### src/rtl/wdog_pkg.sv
package wdog_pkg;

    localparam int BUS_W    = 32;
    localparam int CNT_W    = 16;
    localparam int PRE_W    = 8;
    localparam int DSEL_W   = 2;
    localparam int DIV_LOG0 = 4;

    localparam logic [3:0] OFF_CTRL   = 4'h0;
    localparam logic [3:0] OFF_RELOAD = 4'h4;
    localparam logic [3:0] OFF_COUNT  = 4'h8;
    localparam logic [3:0] OFF_ICLR   = 4'hC;

    localparam int BIT_RSTEN  = 0;
    localparam int BIT_IRQEN  = 2;
    localparam int BIT_DSEL   = 3;
    localparam int BIT_RUN    = 5;
    localparam int BIT_PRE    = 8;

    typedef struct packed {
        logic [PRE_W-1:0]  pre;
        logic [DSEL_W-1:0] dsel;
        logic              run;
        logic              irq_en;
        logic              rst_en;
    } ctrl_t;

    localparam ctrl_t CTRL_RESET = '{pre: 8'h80, dsel: 2'd3, run: 1'b1,
                                     irq_en: 1'b0, rst_en: 1'b1};
    localparam logic [CNT_W-1:0] CNT_RESET = 16'h8000;

    typedef enum logic [1:0] {
        ST_HALT   = 2'd0,
        ST_RUN    = 2'd1,
        ST_EXPIRE = 2'd2
    } wd_state_e;

endpackage

### src/rtl/wdog_regs.sv
module wdog_regs
    import wdog_pkg::*;
#(
    parameter int ADDR_W = 4,
    parameter int DATA_W = BUS_W,
    parameter int CW     = CNT_W
) (
    input  logic              clk,
    input  logic              rst_n,
    input  logic [ADDR_W-1:0] addr,
    input  logic              we,
    input  logic [DATA_W-1:0] wdata,
    input  logic [CW-1:0]     cnt_live,
    output ctrl_t             ctrl,
    output logic [CW-1:0]     reload,
    output logic              kick,
    output logic [CW-1:0]     kick_val,
    output logic              iclr,
    output logic [DATA_W-1:0] rdata
);

    logic sel_ctrl, sel_reload, sel_count, sel_iclr;

    always_comb begin
        sel_ctrl   = (addr == ADDR_W'(OFF_CTRL));
        sel_reload = (addr == ADDR_W'(OFF_RELOAD));
        sel_count  = (addr == ADDR_W'(OFF_COUNT));
        sel_iclr   = (addr == ADDR_W'(OFF_ICLR));
    end

    // strobes consumed by the counter core
    assign kick     = we && sel_count;
    assign kick_val = wdata[CW-1:0];
    assign iclr     = we && sel_iclr && wdata[0];

    always_ff @(posedge clk or negedge rst_n) begin
        if (!rst_n) begin
            ctrl   <= CTRL_RESET;
            reload <= CNT_RESET;
        end else if (we) begin
            if (sel_ctrl) begin
                ctrl.rst_en <= wdata[BIT_RSTEN];
                ctrl.irq_en <= wdata[BIT_IRQEN];
                ctrl.dsel   <= wdata[BIT_DSEL +: DSEL_W];
                ctrl.run    <= wdata[BIT_RUN];
                ctrl.pre    <= wdata[BIT_PRE +: PRE_W];
            end
            if (sel_reload) begin
                reload <= wdata[CW-1:0];
            end
        end
    end

    always_comb begin
        rdata = '0;
        if (sel_ctrl) begin
            rdata[BIT_RSTEN]            = ctrl.rst_en;
            rdata[BIT_IRQEN]            = ctrl.irq_en;
            rdata[BIT_DSEL +: DSEL_W]   = ctrl.dsel;
            rdata[BIT_RUN]              = ctrl.run;
            rdata[BIT_PRE +: PRE_W]     = ctrl.pre;
        end else if (sel_reload) begin
            rdata[CW-1:0] = reload;
        end else if (sel_count) begin
            rdata[CW-1:0] = cnt_live;
        end
    end

endmodule

### src/rtl/wdog_tick.sv
module wdog_tick
    import wdog_pkg::*;
#(
    parameter int PW   = PRE_W,
    parameter int SW   = DSEL_W,
    parameter int LOG0 = DIV_LOG0
) (
    input  logic          clk,
    input  logic          rst_n,
    input  logic          run,
    input  logic [PW-1:0] pre,
    input  logic [SW-1:0] dsel,
    output logic          tick
);

    // divider counter wide enough for the largest selectable ratio
    localparam int DCW = LOG0 + (2 ** SW) - 1;

    logic [PW-1:0]  pcnt;
    logic [DCW-1:0] dcnt;
    logic [DCW:0]   div_ratio;
    logic [DCW-1:0] div_last;
    logic           pre_hit;

    always_comb begin
        div_ratio = (DCW+1)'(1) << (LOG0 + int'(dsel));
        div_last  = div_ratio[DCW-1:0] - {{(DCW-1){1'b0}}, 1'b1};
        pre_hit   = run && (pcnt == pre);
        tick      = pre_hit && (dcnt == div_last);
    end

    always_ff @(posedge clk or negedge rst_n) begin
        if (!rst_n) begin
            pcnt <= '0;
            dcnt <= '0;
        end else if (!run) begin
            pcnt <= '0;
            dcnt <= '0;
        end else if (pre_hit) begin
            pcnt <= '0;
            dcnt <= (dcnt == div_last) ? '0 : dcnt + 1'b1;
        end else begin
            pcnt <= pcnt + 1'b1;
        end
    end

endmodule

### src/rtl/wdog_core.sv
module wdog_core
    import wdog_pkg::*;
#(
    parameter int CW = CNT_W
) (
    input  logic          clk,
    input  logic          rst_n,
    input  logic          run,
    input  logic          rst_en,
    input  logic          irq_en,
    input  logic          tick,
    input  logic [CW-1:0] reload,
    input  logic          kick,
    input  logic [CW-1:0] kick_val,
    input  logic          iclr,
    output logic [CW-1:0] cnt,
    output logic          rst_req,
    output logic          irq,
    output logic          in_expire
);

    wd_state_e state, state_nx;
    logic      at_zero;

    assign at_zero = (cnt == '0);

    // next-state decision
    always_comb begin
        state_nx = state;
        unique case (state)
            ST_HALT:   state_nx = run ? ST_RUN : ST_HALT;
            ST_RUN: begin
                if (!run)
                    state_nx = ST_HALT;
                else if (tick && at_zero && !kick)
                    state_nx = ST_EXPIRE;
            end
            ST_EXPIRE: state_nx = run ? ST_RUN : ST_HALT;
            default:   state_nx = ST_HALT;
        endcase
    end

    // state register
    always_ff @(posedge clk or negedge rst_n) begin
        if (!rst_n)
            state <= ST_HALT;
        else
            state <= state_nx;
    end

    // outputs decoded from the state
    always_comb begin
        in_expire = (state == ST_EXPIRE);
        rst_req   = in_expire && rst_en;
    end

    // live counter: a count write wins over reload and decrement
    always_ff @(posedge clk or negedge rst_n) begin
        if (!rst_n)
            cnt <= CNT_RESET;
        else if (kick)
            cnt <= kick_val;
        else if (state == ST_EXPIRE)
            cnt <= reload;
        else if (state == ST_RUN && run && tick && !at_zero)
            cnt <= cnt - 1'b1;
    end

    // sticky interrupt: setting wins over a same-cycle clear
    always_ff @(posedge clk or negedge rst_n) begin
        if (!rst_n)
            irq <= 1'b0;
        else if (state == ST_EXPIRE && irq_en)
            irq <= 1'b1;
        else if (iclr)
            irq <= 1'b0;
    end

endmodule

### src/rtl/wdog_timer.sv
module wdog_timer
    import wdog_pkg::*;
#(
    parameter int ADDR_W = 4
) (
    input  logic              clk,
    input  logic              rst_n,
    input  logic [ADDR_W-1:0] bus_addr,
    input  logic              bus_we,
    input  logic [BUS_W-1:0]  bus_wdata,
    output logic [BUS_W-1:0]  bus_rdata,
    output logic              wd_reset_req,
    output logic              wd_irq
);

    ctrl_t            ctrl;
    logic [CNT_W-1:0] reload;
    logic [CNT_W-1:0] cnt;
    logic [CNT_W-1:0] kick_val;
    logic             kick;
    logic             iclr;
    logic             tick;
    logic             in_expire;

    wdog_regs #(.ADDR_W(ADDR_W), .DATA_W(BUS_W), .CW(CNT_W)) u_regs (
        .clk      (clk),
        .rst_n    (rst_n),
        .addr     (bus_addr),
        .we       (bus_we),
        .wdata    (bus_wdata),
        .cnt_live (cnt),
        .ctrl     (ctrl),
        .reload   (reload),
        .kick     (kick),
        .kick_val (kick_val),
        .iclr     (iclr),
        .rdata    (bus_rdata)
    );

    wdog_tick #(.PW(PRE_W), .SW(DSEL_W), .LOG0(DIV_LOG0)) u_tick (
        .clk   (clk),
        .rst_n (rst_n),
        .run   (ctrl.run),
        .pre   (ctrl.pre),
        .dsel  (ctrl.dsel),
        .tick  (tick)
    );

    wdog_core #(.CW(CNT_W)) u_core (
        .clk       (clk),
        .rst_n     (rst_n),
        .run       (ctrl.run),
        .rst_en    (ctrl.rst_en),
        .irq_en    (ctrl.irq_en),
        .tick      (tick),
        .reload    (reload),
        .kick      (kick),
        .kick_val  (kick_val),
        .iclr      (iclr),
        .cnt       (cnt),
        .rst_req   (wd_reset_req),
        .irq       (wd_irq),
        .in_expire (in_expire)
    );

endmodule

### config.mk
export PLATFORM = sky130hd
export DESIGN_NAME = wdog_timer
export DESIGN_NICKNAME = d
export VERILOG_FILES = /design/src/rtl/wdog_pkg.sv /design/src/rtl/wdog_regs.sv /design/src/rtl/wdog_tick.sv /design/src/rtl/wdog_core.sv /design/src/rtl/wdog_timer.sv
export SDC_FILE = /design/constraint.sdc
export NUM_CORES = 1
export LEC_CHECK = 0
export BUFFER_PORTS_ARGS = -buffer_cell sky130_fd_sc_hd__buf_2
export CAP_MARGIN = 20
export CORE_MARGIN = 2
export CORE_UTILIZATION = 45
export DETAILED_ROUTE_END_ITERATION = 6
export GPL_TIMING_DRIVEN = 0
export PLACE_DENSITY_LB_ADDON = 0.08
export RECOVER_POWER = 25
export SETUP_SLACK_MARGIN = 0.2
export SYNTH_ARGS = -nofsm -noshare
export SYNTH_HDL_FRONTEND = slang
export SYNTH_SLANG_ARGS = --single-unit
### constraint.sdc
create_clock -name clk -period 3.57 [get_ports clk]
set_input_delay 0.5355 -clock clk [delete_from_list [all_inputs] [get_ports clk]]
set_output_delay 0.5355 -clock clk [all_outputs]
set_load 0.03 [all_outputs]
Yosys cells after proc, flatten, opt, wreduce, memory -nomap -nowiden. Cells that the tools add are included.

Bits in registers: 63. Output and inout bits: 34.

$add $sub $neg: 5. Equal/unequal tests: 9. Shifts and indexed selects: 1. Multiplexer cells: 21. Reductions and logical operators: 22.

Operators with widths (number): 16-bit 2-to-1 mux (5); 1-bit by 32-bit << shifter with 7-bit output (first input constant) (1); 8-bit 2-to-1 mux (3); 7-bit 2-to-1 mux (3); 16-bit zero test (1); 16-bit by 1-bit subtractor with 16-bit output (second input constant) (1); 1-bit logical AND (12); 8-bit by 1-bit adder with 8-bit output (second input constant) (1); 4-bit equality test (second input constant) (2); 8-bit equality test (1); 7-bit by 1-bit adder with 7-bit output (second input constant) (1); 7-bit equality test (1); 7-bit by 1-bit subtractor with 7-bit output (second input constant) (1); 2-bit 2-to-1 mux (3); 1-bit 2-to-1 mux (5); 3-bit by 2-bit adder with 4-bit output (first input constant) (1); 4-bit by 3-bit equality test with 1-bit output (second input constant) (1); 4-bit zero test (1); 4-bit 2-to-1 mux (1); 2-bit case mux with 2 select lines (1); 2-bit AND reduction (2); 3-bit by 2-bit != test with 1-bit output (second input constant) (1); 3-bit nonzero test (1); 2-bit by 1-bit equality test with 1-bit output (second input constant) (1); other kinds (6) (7).

Depth between registers and ports, before layout.
Word-level depth: 10. Depth in mapped cells: 9.

By module. From an unflattened synthesis, not the netlist that was laid out.

Cells, all modules: 426. Area, all modules: 4041.4 µm².

Modules (own cells, without submodules): wdog_regs (instances 1, cells an instance 168, area an instance 1722.9 µm²); wdog_core (instances 1, cells an instance 168, area an instance 1408.9 µm²); wdog_tick (instances 1, cells an instance 90, area an instance 909.6 µm²).

Worst setup path before layout. No wires, ideal clock.

Kind: in2out. Start point: input port bus_addr[1]. End point: output port bus_rdata[10]. Data arrival time: 1964 ps. Required time: 3034 ps. Path slack: 1070 ps. Stages on the path: 6. Path buffers: 2. Cells stage by stage: nor3b_1 > and2_1 > clkbuf_1 > clkbuf_1 > nand2_1 > a21oi_1.

Longest elaborated chain between the ends: 4.

Ends and longest elaborated chain: from (decl) (line wdog_timer.sv:8) `input logic [ADDR_W-1:0] bus_addr,`; 4-bit equality test (line wdog_regs.sv:27) `sel_count = (addr == ADDR_W'(OFF_COUNT));`; 16-bit 2-to-1 mux (line wdog_regs.sv:64) `end else if (sel_count) begin`; 16-bit 2-to-1 mux (line wdog_regs.sv:62) `end else if (sel_reload) begin`; 8-bit 2-to-1 mux (*) (line wdog_regs.sv:56) `if (sel_ctrl) begin`; to (decl) (line wdog_timer.sv:11) `output logic [BUS_W-1:0] bus_rdata,`.

Mark *: on every way between the ends. The rest lies on a longest branch, timed or not.

Worst setup path after layout.
Start point: input port bus_addr[1]. End point: output port bus_rdata[2].

Longest elaborated chain between the ends: 4.

Ends and longest elaborated chain (line): 4-bit equality test (wdog_regs.sv:27); 16-bit 2-to-1 mux (wdog_regs.sv:64); 16-bit 2-to-1 mux (wdog_regs.sv:62); 4-bit 2-to-1 mux (*) (wdog_regs.sv:56).

Marked as above.

==> impl_metrics.json <==
{
  "syn_area_per_cell_um2": 9.43,
  "post-route-util_pct": 53.7,
  "min_period_ns": 2.91,
  "final_common_cell": "dfrtp_1",
  "ctsHoldBuffers": 0,
  "ant_nets": 0,
  "fin_skew_ns": 0.0102,
  "outcome": "complete, but fails checks",
  "cts_root_buf": "clkbuf_8",
  "antenna_cells": 0,
  "cts_resized": 0,
  "p_per_area_nw_per_um2": 481,
  "drc_errors": 0,
  "maxCapViolations": 1,
  "wl_per_cell_um": 16.8,
  "synth_edf_count": 0,
  "dp_slack_ns": 0.457,
  "vdd_drop_max_mv": 0.338,
  "clk_latency_ns": 0.34,
  "cp_data_required_time_ns": 3.03,
  "initial_core_util_pct": 46.1,
  "synth_cell_types": 51,
  "fin_ws_ns": 0.656,
  "cts_buffers": 9,
  "drtIter0Drc": 149,
  "clk_path_buf_depth": 2,
  "synth.yosys.seq_area_share_pct": 42.0,
  "rsz0062_at_grt": "false",
  "path_cells": "buf_2, nor3b_1, and2_1, clkbuf_1, clkbuf_1, nand2_1, a21oi_1, buf_2",
  "synth_compound_area_share_pct": 12.6,
  "final_area_um2": 4390,
  "numPortBuffers": 40,
  "top_level_ports": 73,
  "yosys.area_share.simple_pct": 19.4,
  "hpwlAfterDp_um": 6900,
  "finalWirelength_um": 9680,
  "finalSetupTns_ns": 0,
  "nets": 509,
  "gp_congestion": 0.914,
  "cts_num_sinks": 63,
  "cp.buffers_inverters": 4,
  "relSlewSlack_pct": -6.12,
  "critPathMaxStageDelay_ns": 0.52,
  "dpl_cell_area_um2": 4160,
  "yosys-mux-area-fraction_pct": 12.5,
  "crit_path_end_kind": "output pin",
  "slew_violations": 64,
  "track_usage_pct": 23.0,
  "netlist_instances": 400,
  "synthAdderAreaFrac_pct": 0.995,
  "grt_overflow_total": 0,
  "ys_async_sr_fraction_pct": 100,
  "ys_seq_elements": 63,
  "hold_viol": 0,
  "arrival_ns": 2.38,
  "core-area_um2": 8180,
  "syn_to_final_growth_pct": 16.4,
  "via_count": 3139,
  "timing.fmax_ghz": 0.343,
  "rows": 33,
  "grt_max_degree": 64,
  "final_cell_mix": "dfrtp_1, buf_2, nor2_1",
  "synthFlopType": "dfrtp_1",
  "start_kind": "input pin",
  "vias_per_cell": 5.44,
  "post_cts_buffers": 0,
  "cts_tree": "done",
  "clkTransAtPathRegs_ns": 0.07,
  "synth_top_family_by_area": "simple AND/OR/NAND/NOR gates",
  "firstDrtPassIters": 4,
  "h-tree-depth": 3,
  "yosys.area_share.xor_xnor_pct": 5.34,
  "cp_top_family": "buffers and inverters",
  "cp_max_fo": 10,
  "yosys_warnings": 0,
  "drive_gt1_share_pct": 26.7,
  "slowest_stage": "clkbuf_1",
  "failed_checks": "capacitance limit, slew limit",
  "synth_area_um2": 3770,
  "setup_viol": 0,
  "hold_path_class": "in -> reg",
  "worst_pin_slew_ns": 1.59,
  "grt_pass1_wl_um": 15800,
  "die_h_um": 95.6,
  "die_w_um": 95.6,
  "die-area_um2": 9130,
  "p_leak_nw": 1.94,
  "grt_pass1_vias": 3022,
  "path_class": "in -> out",
  "antenna_found_initial": 0,
  "finalCritPeriodShare_pct": 81.6,
  "hold_slack_ns": 0.444
}
==> sequential cells by signal, indices dropped and copies added, names as in the netlist <==
register	flops
u_core.cnt	16
u_regs.reload	16
u_tick.pcnt	8
u_core.state	2
u_regs.ctrl	13
u_tick.dcnt	7
u_core.irq	1
==> cell usage after synthesis (2+ instances only) <==
master | count | area [µm²]
nor4_1 | 4 | 25.0
nand2_1 | 35 | 131
xor2_1 | 6 | 52.6
nor2b_1 | 3 | 18.8
o32a_1 | 2 | 20.0
a22oi_1 | 4 | 30.0
or2_2 | 3 | 18.8
nor2_1 | 37 | 139
and2_1 | 3 | 18.8
ha_1 | 3 | 37.5
nand4_1 | 7 | 43.8
dfrtp_1 | 56 | 1400
nand2b_1 | 2 | 12.5
a211oi_1 | 2 | 15.0
mux2i_1 | 6 | 60.1
and3_1 | 4 | 25.0
clkbuf_1 | 13 | 48.8
buf_1 | 3 | 11.3
dfstp_2 | 7 | 184
inv_1 | 13 | 48.8
a311oi_1 | 2 | 17.5
a21oi_1 | 25 | 125
xnor2_1 | 17 | 149
nor4_4 | 2 | 42.5
o21ai_0 | 31 | 155
or3_1 | 2 | 12.5
a21o_1 | 2 | 15.0
nor3b_1 | 6 | 45.0
mux2_4 | 2 | 30.0
nor3_1 | 13 | 65.1
mux2_2 | 34 | 383
o22ai_1 | 5 | 31.3
buf_4 | 16 | 120
nand3_1 | 13 | 65.1
==> cell type report <==
type,count,area (µm²)
inverter,13,48.8
clock inverter,3,65.1
sequential,63,1590
clock buffer,13,159
buffer,35,216
multi-input combinational,304,1980
tap,105,131
fill,796,3780
timing repair buffer,41,208
==> metrics by stage <==
stage,total power [mW],instances
floorplan,1.29,415
global placement,1.41,560
detailed placement,1.42,560
CTS,2.14,576
global route,2.23,577
finish,2.11,577
==> worst paths after layout <==
path / startpoint / to / slack (ns) / depth (start not counted)
max: bus_addr[1] / bus_rdata[2] / 0.66 / 8
min: bus_wdata[7] / u_regs.reload[7]$_DFFE_PN0P_ / 0.44 / 2
max reg2reg: u_core.cnt[4]$_DFFE_PN0P_ / u_core.cnt[13]$_DFFE_PN0P_ / 0.95 / 8
min reg2reg: u_tick.dcnt[0]$_DFFE_PN0P_ / u_tick.dcnt[0]$_DFFE_PN0P_ / 0.51 / 1
max in group asynchronous: rst_n / u_regs.reload[8]$_DFFE_PN0P_ / 2.03 / 1
min in group asynchronous: rst_n / u_tick.dcnt[5]$_DFFE_PN0P_ / 0.59 / 1
==> power by group <==
group / switching [mW] / leakage [nW] / internal, mW
Sequential: 0.133 / 0.770 / 0.842
Combinational: 0.231 / 1.06 / 0.203
Clock: 0.275 / 0.114 / 0.431
Total: 0.639 / 1.94 / 1.48
==> layer usage <==
metal  vias up  GRT usage, %  wire length (µm)  part of all wire [%]
li1       1520             -                 -                     -
met1      1520          32.4              4570                    47
met2        91          35.2              4480                    46
met3         8          3.64               529                   5.5
met4         0          9.17                90                  0.93
met5         -             0                 0                     0
==> logic make-up (layout without fill, tap and decap cells) <==
kind of cell	count (synthesis)	after routing
simple gates	139	139
compound gates	81	81
flops	63	63
buf+inv	48	105
mux	42	42
xor+xnor	23	23
fa+ha+maj	3	3
other cells	1	16
Power figures use the tool's default switching activity.
